[src/rtl/spancopy_pkg.sv]
package spancopy_pkg;

  localparam logic [31:0] COPY_OPCODE = 32'h0000_0405;
  localparam int HDR_WORDS  = 5;
  localparam int DESC_WORDS = 3;
  localparam int FIELD_SHIFT = 3;

  typedef enum logic [2:0] {
    ST_IDLE,
    ST_CHECK,
    ST_COUNT,
    ST_LEN,
    ST_SRC,
    ST_DST,
    ST_MOVE,
    ST_FINISH
  } ctrl_state_e;

endpackage

[src/rtl/spancopy_ctrl.sv]
module spancopy_ctrl
  import spancopy_pkg::*;
#(
  parameter int CMD_AW = 16,
  parameter int XRES   = 1280,
  parameter int ROW_W  = 10,
  parameter int LEN_W  = 11
) (
  input  logic              clk,
  input  logic              rst_n,
  input  logic              start,
  input  logic [CMD_AW-1:0] cmd_base,
  output logic              cmd_rd_en,
  output logic [CMD_AW-1:0] cmd_rd_addr,
  input  logic [31:0]       cmd_rd_data,
  output logic              busy,
  output logic              done,
  output logic              box_clear,
  output logic              box_upd,
  output logic [ROW_W-1:0]  box_row_a,
  output logic [ROW_W-1:0]  box_row_b,
  output logic              mv_go,
  output logic [ROW_W-1:0]  mv_src,
  output logic [ROW_W-1:0]  mv_dst,
  output logic [LEN_W-1:0]  mv_len,
  input  logic              mv_done
);

  localparam logic [LEN_W-1:0] MAX_LEN = LEN_W'(XRES);

  ctrl_state_e       state_q, state_d;
  logic [CMD_AW-1:0] ptr_q, ptr_d;
  logic [7:0]        left_q, left_d;
  logic [LEN_W-1:0]  len_q, len_d;
  logic [ROW_W-1:0]  src_q, src_d;
  logic              ptr_en, left_en, len_en, src_en;

  logic [31-FIELD_SHIFT:0] raw_len;
  logic [7:0]              span_cnt;
  logic [ROW_W-1:0]        row_field;

  assign raw_len   = cmd_rd_data[31:FIELD_SHIFT];
  assign span_cnt  = cmd_rd_data[31:24];
  assign row_field = cmd_rd_data[ROW_W+FIELD_SHIFT-1:FIELD_SHIFT];

  always_comb begin
    state_d     = state_q;
    ptr_d       = ptr_q;
    left_d      = left_q;
    len_d       = len_q;
    src_d       = src_q;
    cmd_rd_en   = 1'b0;
    cmd_rd_addr = ptr_q;
    box_clear   = 1'b0;
    box_upd     = 1'b0;
    mv_go       = 1'b0;
    done        = 1'b0;
    case (state_q)
      ST_IDLE: begin
        if (start) begin
          cmd_rd_en   = 1'b1;
          cmd_rd_addr = cmd_base;
          ptr_d       = cmd_base;
          box_clear   = 1'b1;
          state_d     = ST_CHECK;
        end
      end
      ST_CHECK: begin
        if (cmd_rd_data == COPY_OPCODE) begin
          cmd_rd_en   = 1'b1;
          cmd_rd_addr = ptr_q + CMD_AW'(1);
          state_d     = ST_COUNT;
        end else begin
          state_d = ST_FINISH;
        end
      end
      ST_COUNT: begin
        if (span_cnt == 8'd0) begin
          state_d = ST_FINISH;
        end else begin
          cmd_rd_en   = 1'b1;
          cmd_rd_addr = ptr_q + CMD_AW'(HDR_WORDS);
          ptr_d       = ptr_q + CMD_AW'(HDR_WORDS);
          left_d      = span_cnt;
          state_d     = ST_LEN;
        end
      end
      ST_LEN: begin
        len_d       = (raw_len > (32-FIELD_SHIFT)'(XRES)) ? MAX_LEN : LEN_W'(raw_len);
        cmd_rd_en   = 1'b1;
        cmd_rd_addr = ptr_q + CMD_AW'(1);
        state_d     = ST_SRC;
      end
      ST_SRC: begin
        src_d       = row_field;
        cmd_rd_en   = 1'b1;
        cmd_rd_addr = ptr_q + CMD_AW'(2);
        state_d     = ST_DST;
      end
      ST_DST: begin
        mv_go   = 1'b1;
        box_upd = 1'b1;
        ptr_d   = ptr_q + CMD_AW'(DESC_WORDS);
        state_d = ST_MOVE;
      end
      ST_MOVE: begin
        if (mv_done) begin
          left_d = left_q - 8'd1;
          if (left_q == 8'd1) begin
            state_d = ST_FINISH;
          end else begin
            cmd_rd_en   = 1'b1;
            cmd_rd_addr = ptr_q;
            state_d     = ST_LEN;
          end
        end
      end
      ST_FINISH: begin
        done    = 1'b1;
        state_d = ST_IDLE;
      end
      default: state_d = ST_IDLE;
    endcase
  end

  assign ptr_en  = (ptr_d != ptr_q);
  assign left_en = (state_q == ST_COUNT) || (state_q == ST_MOVE);
  assign len_en  = (state_q == ST_LEN);
  assign src_en  = (state_q == ST_SRC);

  always_ff @(posedge clk or negedge rst_n) begin
    if (!rst_n) begin
      state_q <= ST_IDLE;
      ptr_q   <= '0;
      left_q  <= '0;
      len_q   <= '0;
      src_q   <= '0;
    end else begin
      state_q <= state_d;
      if (ptr_en)  ptr_q  <= ptr_d;
      if (left_en) left_q <= left_d;
      if (len_en)  len_q  <= len_d;
      if (src_en)  src_q  <= src_d;
    end
  end

  assign busy      = (state_q != ST_IDLE) && (state_q != ST_FINISH);
  assign mv_src    = src_q;
  assign mv_dst    = row_field;
  assign mv_len    = len_q;
  assign box_row_a = src_q;
  assign box_row_b = row_field;

  p_done_not_busy_r8: assert property (@(posedge clk) disable iff (!rst_n)
    done |-> !busy);
  p_done_single_r8: assert property (@(posedge clk) disable iff (!rst_n)
    done |=> !done);
  p_busy_ends_done_r8: assert property (@(posedge clk) disable iff (!rst_n)
    $fell(busy) |-> done);
  p_len_clamped_r5: assert property (@(posedge clk) disable iff (!rst_n)
    mv_go |-> (mv_len <= MAX_LEN));

endmodule

[src/rtl/spancopy_mover.sv]
module spancopy_mover #(
  parameter int XRES  = 1280,
  parameter int ROW_W = 10,
  parameter int COL_W = 11,
  parameter int LEN_W = 11,
  parameter int PIX_W = 8
) (
  input  logic             clk,
  input  logic             rst_n,
  input  logic             go,
  input  logic [ROW_W-1:0] src_row,
  input  logic [ROW_W-1:0] dst_row,
  input  logic [LEN_W-1:0] len,
  output logic             done,
  output logic             fb_rd_en,
  output logic [ROW_W-1:0] fb_rd_row,
  output logic [COL_W-1:0] fb_rd_col,
  input  logic [PIX_W-1:0] fb_rd_data,
  output logic             fb_wr_en,
  output logic [ROW_W-1:0] fb_wr_row,
  output logic [COL_W-1:0] fb_wr_col,
  output logic [PIX_W-1:0] fb_wr_data
);

  logic             act_q, act_d;
  logic [COL_W-1:0] col_q, col_d;
  logic [LEN_W-1:0] left_q, left_d;
  logic [ROW_W-1:0] src_q, dst_q;
  logic             wv_q, wv_d;
  logic [COL_W-1:0] wcol_q, wcol_d;
  logic             wlast_q, wlast_d;
  logic             zdone_q, zdone_d;
  logic             last_rd;

  assign last_rd = act_q && (left_q == LEN_W'(1));

  always_comb begin
    act_d   = act_q;
    col_d   = col_q;
    left_d  = left_q;
    zdone_d = 1'b0;
    if (go) begin
      if (len == '0) begin
        zdone_d = 1'b1;
      end else begin
        act_d  = 1'b1;
        col_d  = '0;
        left_d = len;
      end
    end else if (act_q) begin
      col_d  = col_q + COL_W'(1);
      left_d = left_q - LEN_W'(1);
      if (last_rd) act_d = 1'b0;
    end
    wv_d    = act_q;
    wcol_d  = col_q;
    wlast_d = last_rd;
  end

  always_ff @(posedge clk or negedge rst_n) begin
    if (!rst_n) begin
      act_q   <= 1'b0;
      col_q   <= '0;
      left_q  <= '0;
      src_q   <= '0;
      dst_q   <= '0;
      wv_q    <= 1'b0;
      wcol_q  <= '0;
      wlast_q <= 1'b0;
      zdone_q <= 1'b0;
    end else begin
      act_q   <= act_d;
      col_q   <= col_d;
      left_q  <= left_d;
      if (go) begin
        src_q <= src_row;
        dst_q <= dst_row;
      end
      wv_q    <= wv_d;
      wcol_q  <= wcol_d;
      wlast_q <= wlast_d;
      zdone_q <= zdone_d;
    end
  end

  assign fb_rd_en   = act_q;
  assign fb_rd_row  = src_q;
  assign fb_rd_col  = col_q;
  assign fb_wr_en   = wv_q;
  assign fb_wr_row  = dst_q;
  assign fb_wr_col  = wcol_q;
  assign fb_wr_data = fb_rd_data;
  assign done       = (wv_q && wlast_q) || zdone_q;

  p_rd_col_range_r5: assert property (@(posedge clk) disable iff (!rst_n)
    fb_rd_en |-> (fb_rd_col < COL_W'(XRES)));
  p_rd_step_r10: assert property (@(posedge clk) disable iff (!rst_n)
    (fb_rd_en && $past(fb_rd_en)) |-> (fb_rd_col == $past(fb_rd_col) + COL_W'(1)));
  p_wr_after_rd_r10: assert property (@(posedge clk) disable iff (!rst_n)
    fb_wr_en |-> $past(fb_rd_en));

endmodule

[src/rtl/spancopy_dirty.sv]
module spancopy_dirty #(
  parameter int XRES  = 1280,
  parameter int ROW_W = 10,
  parameter int COL_W = 11
) (
  input  logic             clk,
  input  logic             rst_n,
  input  logic             clear,
  input  logic             upd,
  input  logic [ROW_W-1:0] row_a,
  input  logic [ROW_W-1:0] row_b,
  output logic             valid,
  output logic [ROW_W-1:0] row_lo,
  output logic [ROW_W-1:0] row_hi,
  output logic [COL_W-1:0] col_lo,
  output logic [COL_W-1:0] col_hi
);

  logic             valid_q, valid_d;
  logic [ROW_W-1:0] lo_q, lo_d, hi_q, hi_d;
  logic [COL_W-1:0] chi_q, chi_d;
  logic [ROW_W-1:0] pair_lo, pair_hi;
  logic             box_en;

  assign pair_lo = (row_a < row_b) ? row_a : row_b;
  assign pair_hi = (row_a < row_b) ? row_b : row_a;
  assign box_en  = clear || upd;

  always_comb begin
    valid_d = valid_q;
    lo_d    = lo_q;
    hi_d    = hi_q;
    chi_d   = chi_q;
    if (clear) begin
      valid_d = 1'b0;
      lo_d    = '0;
      hi_d    = '0;
      chi_d   = '0;
    end else if (upd) begin
      valid_d = 1'b1;
      chi_d   = COL_W'(XRES - 1);
      if (!valid_q) begin
        lo_d = pair_lo;
        hi_d = pair_hi;
      end else begin
        lo_d = (pair_lo < lo_q) ? pair_lo : lo_q;
        hi_d = (pair_hi > hi_q) ? pair_hi : hi_q;
      end
    end
  end

  always_ff @(posedge clk or negedge rst_n) begin
    if (!rst_n) begin
      valid_q <= 1'b0;
      lo_q    <= '0;
      hi_q    <= '0;
      chi_q   <= '0;
    end else if (box_en) begin
      valid_q <= valid_d;
      lo_q    <= lo_d;
      hi_q    <= hi_d;
      chi_q   <= chi_d;
    end
  end

  assign valid  = valid_q;
  assign row_lo = lo_q;
  assign row_hi = hi_q;
  assign col_lo = '0;
  assign col_hi = chi_q;

  p_box_covers_r7: assert property (@(posedge clk) disable iff (!rst_n)
    (upd && !clear) |=> (valid && row_lo <= $past(row_a) && row_hi >= $past(row_a)
                         && row_lo <= $past(row_b) && row_hi >= $past(row_b)));
  p_box_ordered_r7: assert property (@(posedge clk) disable iff (!rst_n)
    valid |-> (row_lo <= row_hi));

endmodule

[src/rtl/spancopy_engine.sv]
module spancopy_engine
  import spancopy_pkg::*;
#(
  parameter int CMD_AW = 16,
  parameter int XRES   = 1280,
  parameter int YRES   = 1024,
  parameter int PIX_W  = 8,
  localparam int ROW_W = $clog2(YRES),
  localparam int COL_W = $clog2(XRES),
  localparam int LEN_W = $clog2(XRES + 1)
) (
  input  logic              clk,
  input  logic              rst_n,
  input  logic              start,
  input  logic [CMD_AW-1:0] cmd_base,
  output logic              cmd_rd_en,
  output logic [CMD_AW-1:0] cmd_rd_addr,
  input  logic [31:0]       cmd_rd_data,
  output logic              fb_rd_en,
  output logic [ROW_W-1:0]  fb_rd_row,
  output logic [COL_W-1:0]  fb_rd_col,
  input  logic [PIX_W-1:0]  fb_rd_data,
  output logic              fb_wr_en,
  output logic [ROW_W-1:0]  fb_wr_row,
  output logic [COL_W-1:0]  fb_wr_col,
  output logic [PIX_W-1:0]  fb_wr_data,
  output logic              busy,
  output logic              done,
  output logic              dirty_valid,
  output logic [ROW_W-1:0]  dirty_row_lo,
  output logic [ROW_W-1:0]  dirty_row_hi,
  output logic [COL_W-1:0]  dirty_col_lo,
  output logic [COL_W-1:0]  dirty_col_hi
);

  logic             box_clear, box_upd;
  logic [ROW_W-1:0] box_row_a, box_row_b;
  logic             mv_go, mv_done;
  logic [ROW_W-1:0] mv_src, mv_dst;
  logic [LEN_W-1:0] mv_len;

  spancopy_ctrl #(
    .CMD_AW(CMD_AW), .XRES(XRES), .ROW_W(ROW_W), .LEN_W(LEN_W)
  ) u_ctrl (
    .clk(clk), .rst_n(rst_n), .start(start), .cmd_base(cmd_base),
    .cmd_rd_en(cmd_rd_en), .cmd_rd_addr(cmd_rd_addr), .cmd_rd_data(cmd_rd_data),
    .busy(busy), .done(done),
    .box_clear(box_clear), .box_upd(box_upd),
    .box_row_a(box_row_a), .box_row_b(box_row_b),
    .mv_go(mv_go), .mv_src(mv_src), .mv_dst(mv_dst), .mv_len(mv_len),
    .mv_done(mv_done)
  );

  spancopy_mover #(
    .XRES(XRES), .ROW_W(ROW_W), .COL_W(COL_W), .LEN_W(LEN_W), .PIX_W(PIX_W)
  ) u_mover (
    .clk(clk), .rst_n(rst_n), .go(mv_go),
    .src_row(mv_src), .dst_row(mv_dst), .len(mv_len), .done(mv_done),
    .fb_rd_en(fb_rd_en), .fb_rd_row(fb_rd_row), .fb_rd_col(fb_rd_col),
    .fb_rd_data(fb_rd_data),
    .fb_wr_en(fb_wr_en), .fb_wr_row(fb_wr_row), .fb_wr_col(fb_wr_col),
    .fb_wr_data(fb_wr_data)
  );

  spancopy_dirty #(
    .XRES(XRES), .ROW_W(ROW_W), .COL_W(COL_W)
  ) u_dirty (
    .clk(clk), .rst_n(rst_n), .clear(box_clear), .upd(box_upd),
    .row_a(box_row_a), .row_b(box_row_b),
    .valid(dirty_valid), .row_lo(dirty_row_lo), .row_hi(dirty_row_hi),
    .col_lo(dirty_col_lo), .col_hi(dirty_col_hi)
  );

  p_write_needs_busy_r2: assert property (@(posedge clk) disable iff (!rst_n)
    fb_wr_en |-> busy);
  p_read_needs_busy_r9: assert property (@(posedge clk) disable iff (!rst_n)
    fb_rd_en |-> busy);

endmodule

[config.mk]
export PLATFORM = sky130hd
export DESIGN_NAME = spancopy_engine
export DESIGN_NICKNAME = d
export VERILOG_FILES = /design/src/rtl/spancopy_pkg.sv /design/src/rtl/spancopy_ctrl.sv /design/src/rtl/spancopy_mover.sv /design/src/rtl/spancopy_dirty.sv /design/src/rtl/spancopy_engine.sv
export SDC_FILE = /design/constraint.sdc
export NUM_CORES = 1
export LEC_CHECK = 0
export BUFFER_PORTS_ARGS = -buffer_cell sky130_fd_sc_hd__buf_4
export CORE_ASPECT_RATIO = 0.9
export CORE_MARGIN = 4
export CORE_UTILIZATION = 45
export DETAILED_ROUTE_END_ITERATION = 10
export PLACE_DENSITY_LB_ADDON = 0.08
export SETUP_SLACK_MARGIN = 0.5
export SLEW_MARGIN = 30
export SYNTH_ARGS = -nofsm -noshare
export SYNTH_HDL_FRONTEND = slang
export SYNTH_SLANG_ARGS = --single-unit
[constraint.sdc]
create_clock -name clk -period 4.8 [get_ports clk]
set_clock_uncertainty 0.05 [all_clocks]
set_input_delay 0.24 -clock clk [delete_from_list [all_inputs] [get_ports clk]]
set_output_delay 0.24 -clock clk [all_outputs]
set_load 0.02 [all_outputs]
Word-level counts from Yosys, hierarchy flattened
Cells that the tools add are included.
W data, S select, Z words.
- add/subtract/negate cells: 7
- magnitude comparators: 4
- equal/unequal tests: 18
- muxes and demuxes: 50
- reduce and logical (&&, ||, !) cells: 20
- operator list (kind ; number):
    $mux W10 ; 10
    $mux W11 ; 9
    $pmux W16 S5 ; 1
    $mux W16 ; 3
    $pmux W16 S3 ; 1
    $add A16 B2 Y16 const B ; 2
    $eq A32 B11 Y1 const B ; 1
    $gt A29 B11 Y1 const B ; 1
    $pmux W3 S8 ; 1
    $lt A10 B10 Y1 ; 2
    $add A16 B1 Y16 const B ; 1
    $add A16 B3 Y16 const B ; 1
    $mux W1 ; 16
    $mux W8 ; 2
    $ne A16 B16 Y1 ; 1
    $pmux W8 S2 ; 1
    $mux W3 ; 5
    $eq A3 B3 Y1 const B ; 4
    $add A11 B1 Y11 const B ; 1
    $eq A11 B1 Y1 const B ; 1
    $logic_not A11 Y1 ; 1
    $sub A11 B1 Y11 const B ; 1
    $gt A10 B10 Y1 ; 1
    $eq A8 B1 Y1 const B ; 1
    other kinds (17) ; 31
- register bits: 137
- bits of input ports: 59
- output and inout bits: 114
- word-level logic and storage cells: 117

Longest topological paths before layout
- depth in word-level cells: 7
- mapped depth: 18
- gate-level depth less buffers: 15

By module
From an unflattened synthesis, not the netlist that was laid out.
- cell total of the unflattened synthesis: 1002
- area, all modules: 9026.2 um^2
- by module, submodules not included (module ; instances ; cells an instance ; area each (um^2) ; seq. area each (um^2)):
    spancopy_ctrl ; 1 ; 548 ; 4307.9 ; 1201.2
    spancopy_mover ; 1 ; 228 ; 2681.3 ; 1426.4
    spancopy_dirty ; 1 ; 226 ; 2037.0 ; 525.5

Worst setup path after synthesis
OpenSTA, ideal clock, no wires.
- path kind: flip-flop to flip-flop
- start point: reg u_ctrl.src_q[4], in the netlist u_ctrl.box_row_a[4]
- end point: reg u_dirty.lo_q[1], in the netlist u_dirty.row_lo[1]
- data arrival time: 3.767 ns
- required time: 4.681 ns
- setup slack: 0.914 ns
- cell stages (with the launch flop): 16
- path through: dfrtp_1 > ha_1 > a21oi_1 > a211oi_1 > or3_1 > nor2_1 > buf_2 > buf_2 > nand2_1 > o21ai_0 > ha_1 > nand2_1 > nor3_1 > nand2_1 > o311ai_1 > a221o_1
- word-level cells in the longest chain between the ends: 6
- elaborated cells on any way between the ends: 9
- classes of those cells: order compare: 2; eq/ne: 1; mux: 5; reduce/logical: 1
- ends and longest elaborated chain (item ; RTL line ; RTL):
    start, declared ; spancopy_ctrl.sv:35 ; logic [ROW_W-1:0] src_q, src_d;
    start signal, assigned ; spancopy_ctrl.sv:143 ; if (src_en) src_q <= src_d;
    $lt A10 B10 Y1 ; spancopy_dirty.sv:25 ; assign pair_lo = (row_a < row_b) ? row_a : row_b;
    $mux W10 (*) ; spancopy_dirty.sv:25 ;
    branches (longest 4 deep; another with $lt A10 B10 Y1) ; -- ;
    end signal, assigned ; spancopy_dirty.sv:60 ; lo_q <= lo_d;
    end, declared ; spancopy_dirty.sv:20 ; logic [ROW_W-1:0] lo_q, lo_d, hi_q, hi_d;
Mark *: on every way between the ends. The select of a mux whose other input is x is not followed.
A chain may end at the register's enable or synchronous reset.

Final worst setup path
- start point: reg u_ctrl.src_q[4], in the netlist u_ctrl.box_row_a[4]
- end point: reg u_dirty.lo_q[7], in the netlist u_dirty.row_lo[7]
Same word-level chain as after synthesis.

==> impl_metrics.toml <==
[final_layout]
num_antenna_cells = 0
nNetsFinal = 1247
fillers = 1780
final_layout_size_suffix_gt1_share_pct = 18.74
multi_input_area_um2 = 4736
finish.utilization_pct = 55.72
register_area_um2 = 3153
area_growth_syn_to_layout_pct = 21.35

[sta]
setup_tns_ps = 0
hold_ws_ps = 30.99
rsz0062_at_grt = "false"
maxSlewViolCount = 0
period_share_pct = 83.25
max-slew-margin-rel_pct = 34.21
finalHoldViolCount = 0
worst_pin_slew_ps = 980.9
fmax_mhz = 250.2
min_period_ps = 3996
setup_violations = 0
setup_slack_ps = 803.9

[logic_synthesis]
yosys-top-cells-count = "nand2_1, dfrtp_1, nor2_1, o21ai_0, a21oi_1"
synthTopCellsByArea = "dfrtp_1, nand2_1, o21ai_0"
post-synth-top-count-cell = "nand2_1"
synth_seq_cells = 126
syn_avg_cell_area_um2 = 8.152
yosys.area.top_type = "dfrtp_1"
synth_edf_count = 0
ys_types = 75
synthCells = 1040
yosys_most_used_dff = "dfrtp_1"
synthArstFlopShare_pct = 100.0
yosys_warnings = 0
synth_top_area_share_pct = 37.19
synth_area_um2 = 8478
synth-seq-area-share_pct = 37.19

[job]
drv_cap = 0

[placement]
gp_congestion = 0.9403
pre_cts_ws_ps = 603.2
dp_hpwl_mm = 20.42
port_buffers = 143

[pwr]
p_leak_nw = 4.702
vdd_drop_max_uv = 372.9
power_density_nw_per_um2 = 672.1

[floorplan]
start_util_pct = 45.91
fp.dieH_um = 138.2
die_area_um2 = 21100
coreArea_um2 = 18470
row_count = 47
die_w_um = 152.7
io_pins = 173

[clock_tree]
cts-htree-levels = 4
cts-root-buf = "clkbuf_16"
clockBufferDepth = 2
insertion_delay_ps = 420
cts_tree = "done"
clock-sinks = 126
numCtsBuffers = 17
clkSlewWorstSetupHoldPaths_ps = 60

[routing]
totalWireLength_mm = 28.05
detail_route.iter0.violations = 771
vias = 8442
firstDrtPassIters = 5
post-route-drc-count = 0
wl_per_cell_um = 19.92
viasPerCell = 5.996
drtAntennaViolNets = 0

[critical_path]
cp-start-kind = "flip-flop"
critPathLaunch = "u_ctrl.box_row_a[4]"
r2r_cells = 16
worstSetupPathType = "flip-flop to flip-flop"
critPathCaptureType = "flip-flop"
crit_end = "u_dirty.row_lo[7]"
required_ps = 5050
r2r-end = "u_dirty.row_lo[7]"
path_max_fanout = 20
rrSetupSlack_ps = 800
crit_arrival_ps = 4250
r2r_start = "u_ctrl.box_row_a[4]"

[run_status]
run_status = "completed"

[global_route]
grt_start_max_net_pins = 56
antenna_found_initial = 0
grt_use_total_pct = 26.17
grt_pass1_wl_mm = 44.90
grt-ovfl-total = 0
grt_pass1_vias = 7925

[worst_hold_path]
min_path_type = "input port to flip-flop"
## power by group
group          switching, mW  internal, mW  leakage (nW)
sequential             0.494          1.43          1.59
combinational           2.22          1.40          2.81
clock                  0.530         0.839         0.298
total                   3.24          3.67          4.70
## per-layer routing
| layer | part of all wire [%] | wire [µm] | GRT usage (%) | vias up |
|---|---|---|---|---|
| met3 | 8.8 | 2463 | 6.000 | 50 |
| met2 | 43 | 11950 | 36.93 | 368 |
| li1 | - | - | - | 3954 |
| met4 | 2.3 | 655 | 8.298 | 0 |
| met1 | 46 | 12980 | 39.73 | 4070 |
| met5 | 0 | 0 | 0 | - |
## cell usage in the layout, fill, tap and decap left out, types with 12 or more instances in the layout
master     instances
nor2_1            95
a31oi_1           17
nor3_1            25
conb_1            13
a211oi_1          15
nor4_1            12
o21ai_0           97
buf_4            163
dfrtp_1          126
inv_1             59
ha_1              38
nand3_1           23
clkbuf_16         17
nand4_1           20
a21oi_1           71
nand2_1          145
mux2i_1           14
a221o_1           13
## metrics by stage
step | area [µm²] | std cells | total power [mW]
finish | 10290 | 1408 | 6.915
CTS | 10250 | 1406 | 6.852
global route | 10290 | 1408 | 7.416
floorplan | 8523 | 1052 | 4.177
global placement | 9617 | 1373 | 5.423
detailed placement | 9619 | 1373 | 5.463
## worst min-delay path by stage
stage	cells past startpoint	to	slack [ps]	from
after global routing	2	u_ctrl.mv_len[5]	50	cmd_rd_data[8]
after floorplan	0	u_ctrl.box_row_a[0]	-110	rst_n
after CTS	3	u_ctrl.ptr_q[15]	30	cmd_base[15]
after detailed placement	1	u_mover.fb_wr_col[9]	300	rst_n
after global placement	1	u_mover.fb_wr_col[9]	300	rst_n
final	3	u_ctrl.ptr_q[15]	30	cmd_base[15]
## worst max-delay path, stage by stage, from the launching register on
cell and delay, ps:
dfrtp_1 450, ha_1 340, a21oi_1 150, a211oi_1 90
or3_1 410, nor2_2 180, buf_8 200, nand2_1 70
o21ai_0 100, ha_1 290, a211oi_1 210, o311ai_1 160
and2_1 180, a211oi_1 270, o311ai_2 210, buf_4 220
a221o_1 290
## logic make-up (layout without fill, tap and decap cells)
kind of cell	after synthesis	after routing	synth area share, %
simple gates	384	384	21.49
buf+inv	146	257	7.910
flops	126	126	37.19
xor+xnor	12	12	1.240
mux	18	18	2.169
compound gates	315	315	24.35
fa+ha+maj	38	38	5.608
other cells	1	13	0.04423
## registers in the layout, summed over array words and instances (netlist names), 3 cells and up
register	flops
u_mover.fb_rd_col	11
u_dirty.row_hi	10
u_ctrl.left_q	8
u_mover.fb_rd_row	10
u_ctrl.ptr_q	16
u_mover.left_q	11
u_dirty.row_lo	10
u_mover.fb_wr_col	11
u_ctrl.box_row_a	10
u_mover.fb_wr_row	10
u_ctrl.mv_len	11
u_ctrl.state_q	3
## layout make-up
class                      count  share of cell area (%)
clock buffer                  18                   4.269
timing repair buffer         165                   12.14
inverter                      60                   2.189
sequential                   126                   30.65
tap                          245                   2.979
clock inverter                14                   1.751
multi-input combinational    780                   46.03
## what timing repair did
| action | 4_1_cts | 5_1_grt |
|---|---|---|
| setup buffers | 0 | 2 |
| hold buffers | 1 | 0 |
| resized for setup | 0 | 7 |
| endpoints found under the setup margin | 0 | 20 |
| endpoints found under the hold margin | 53 | 0 |
Note: power is estimated with default switching activity, not from simulation.
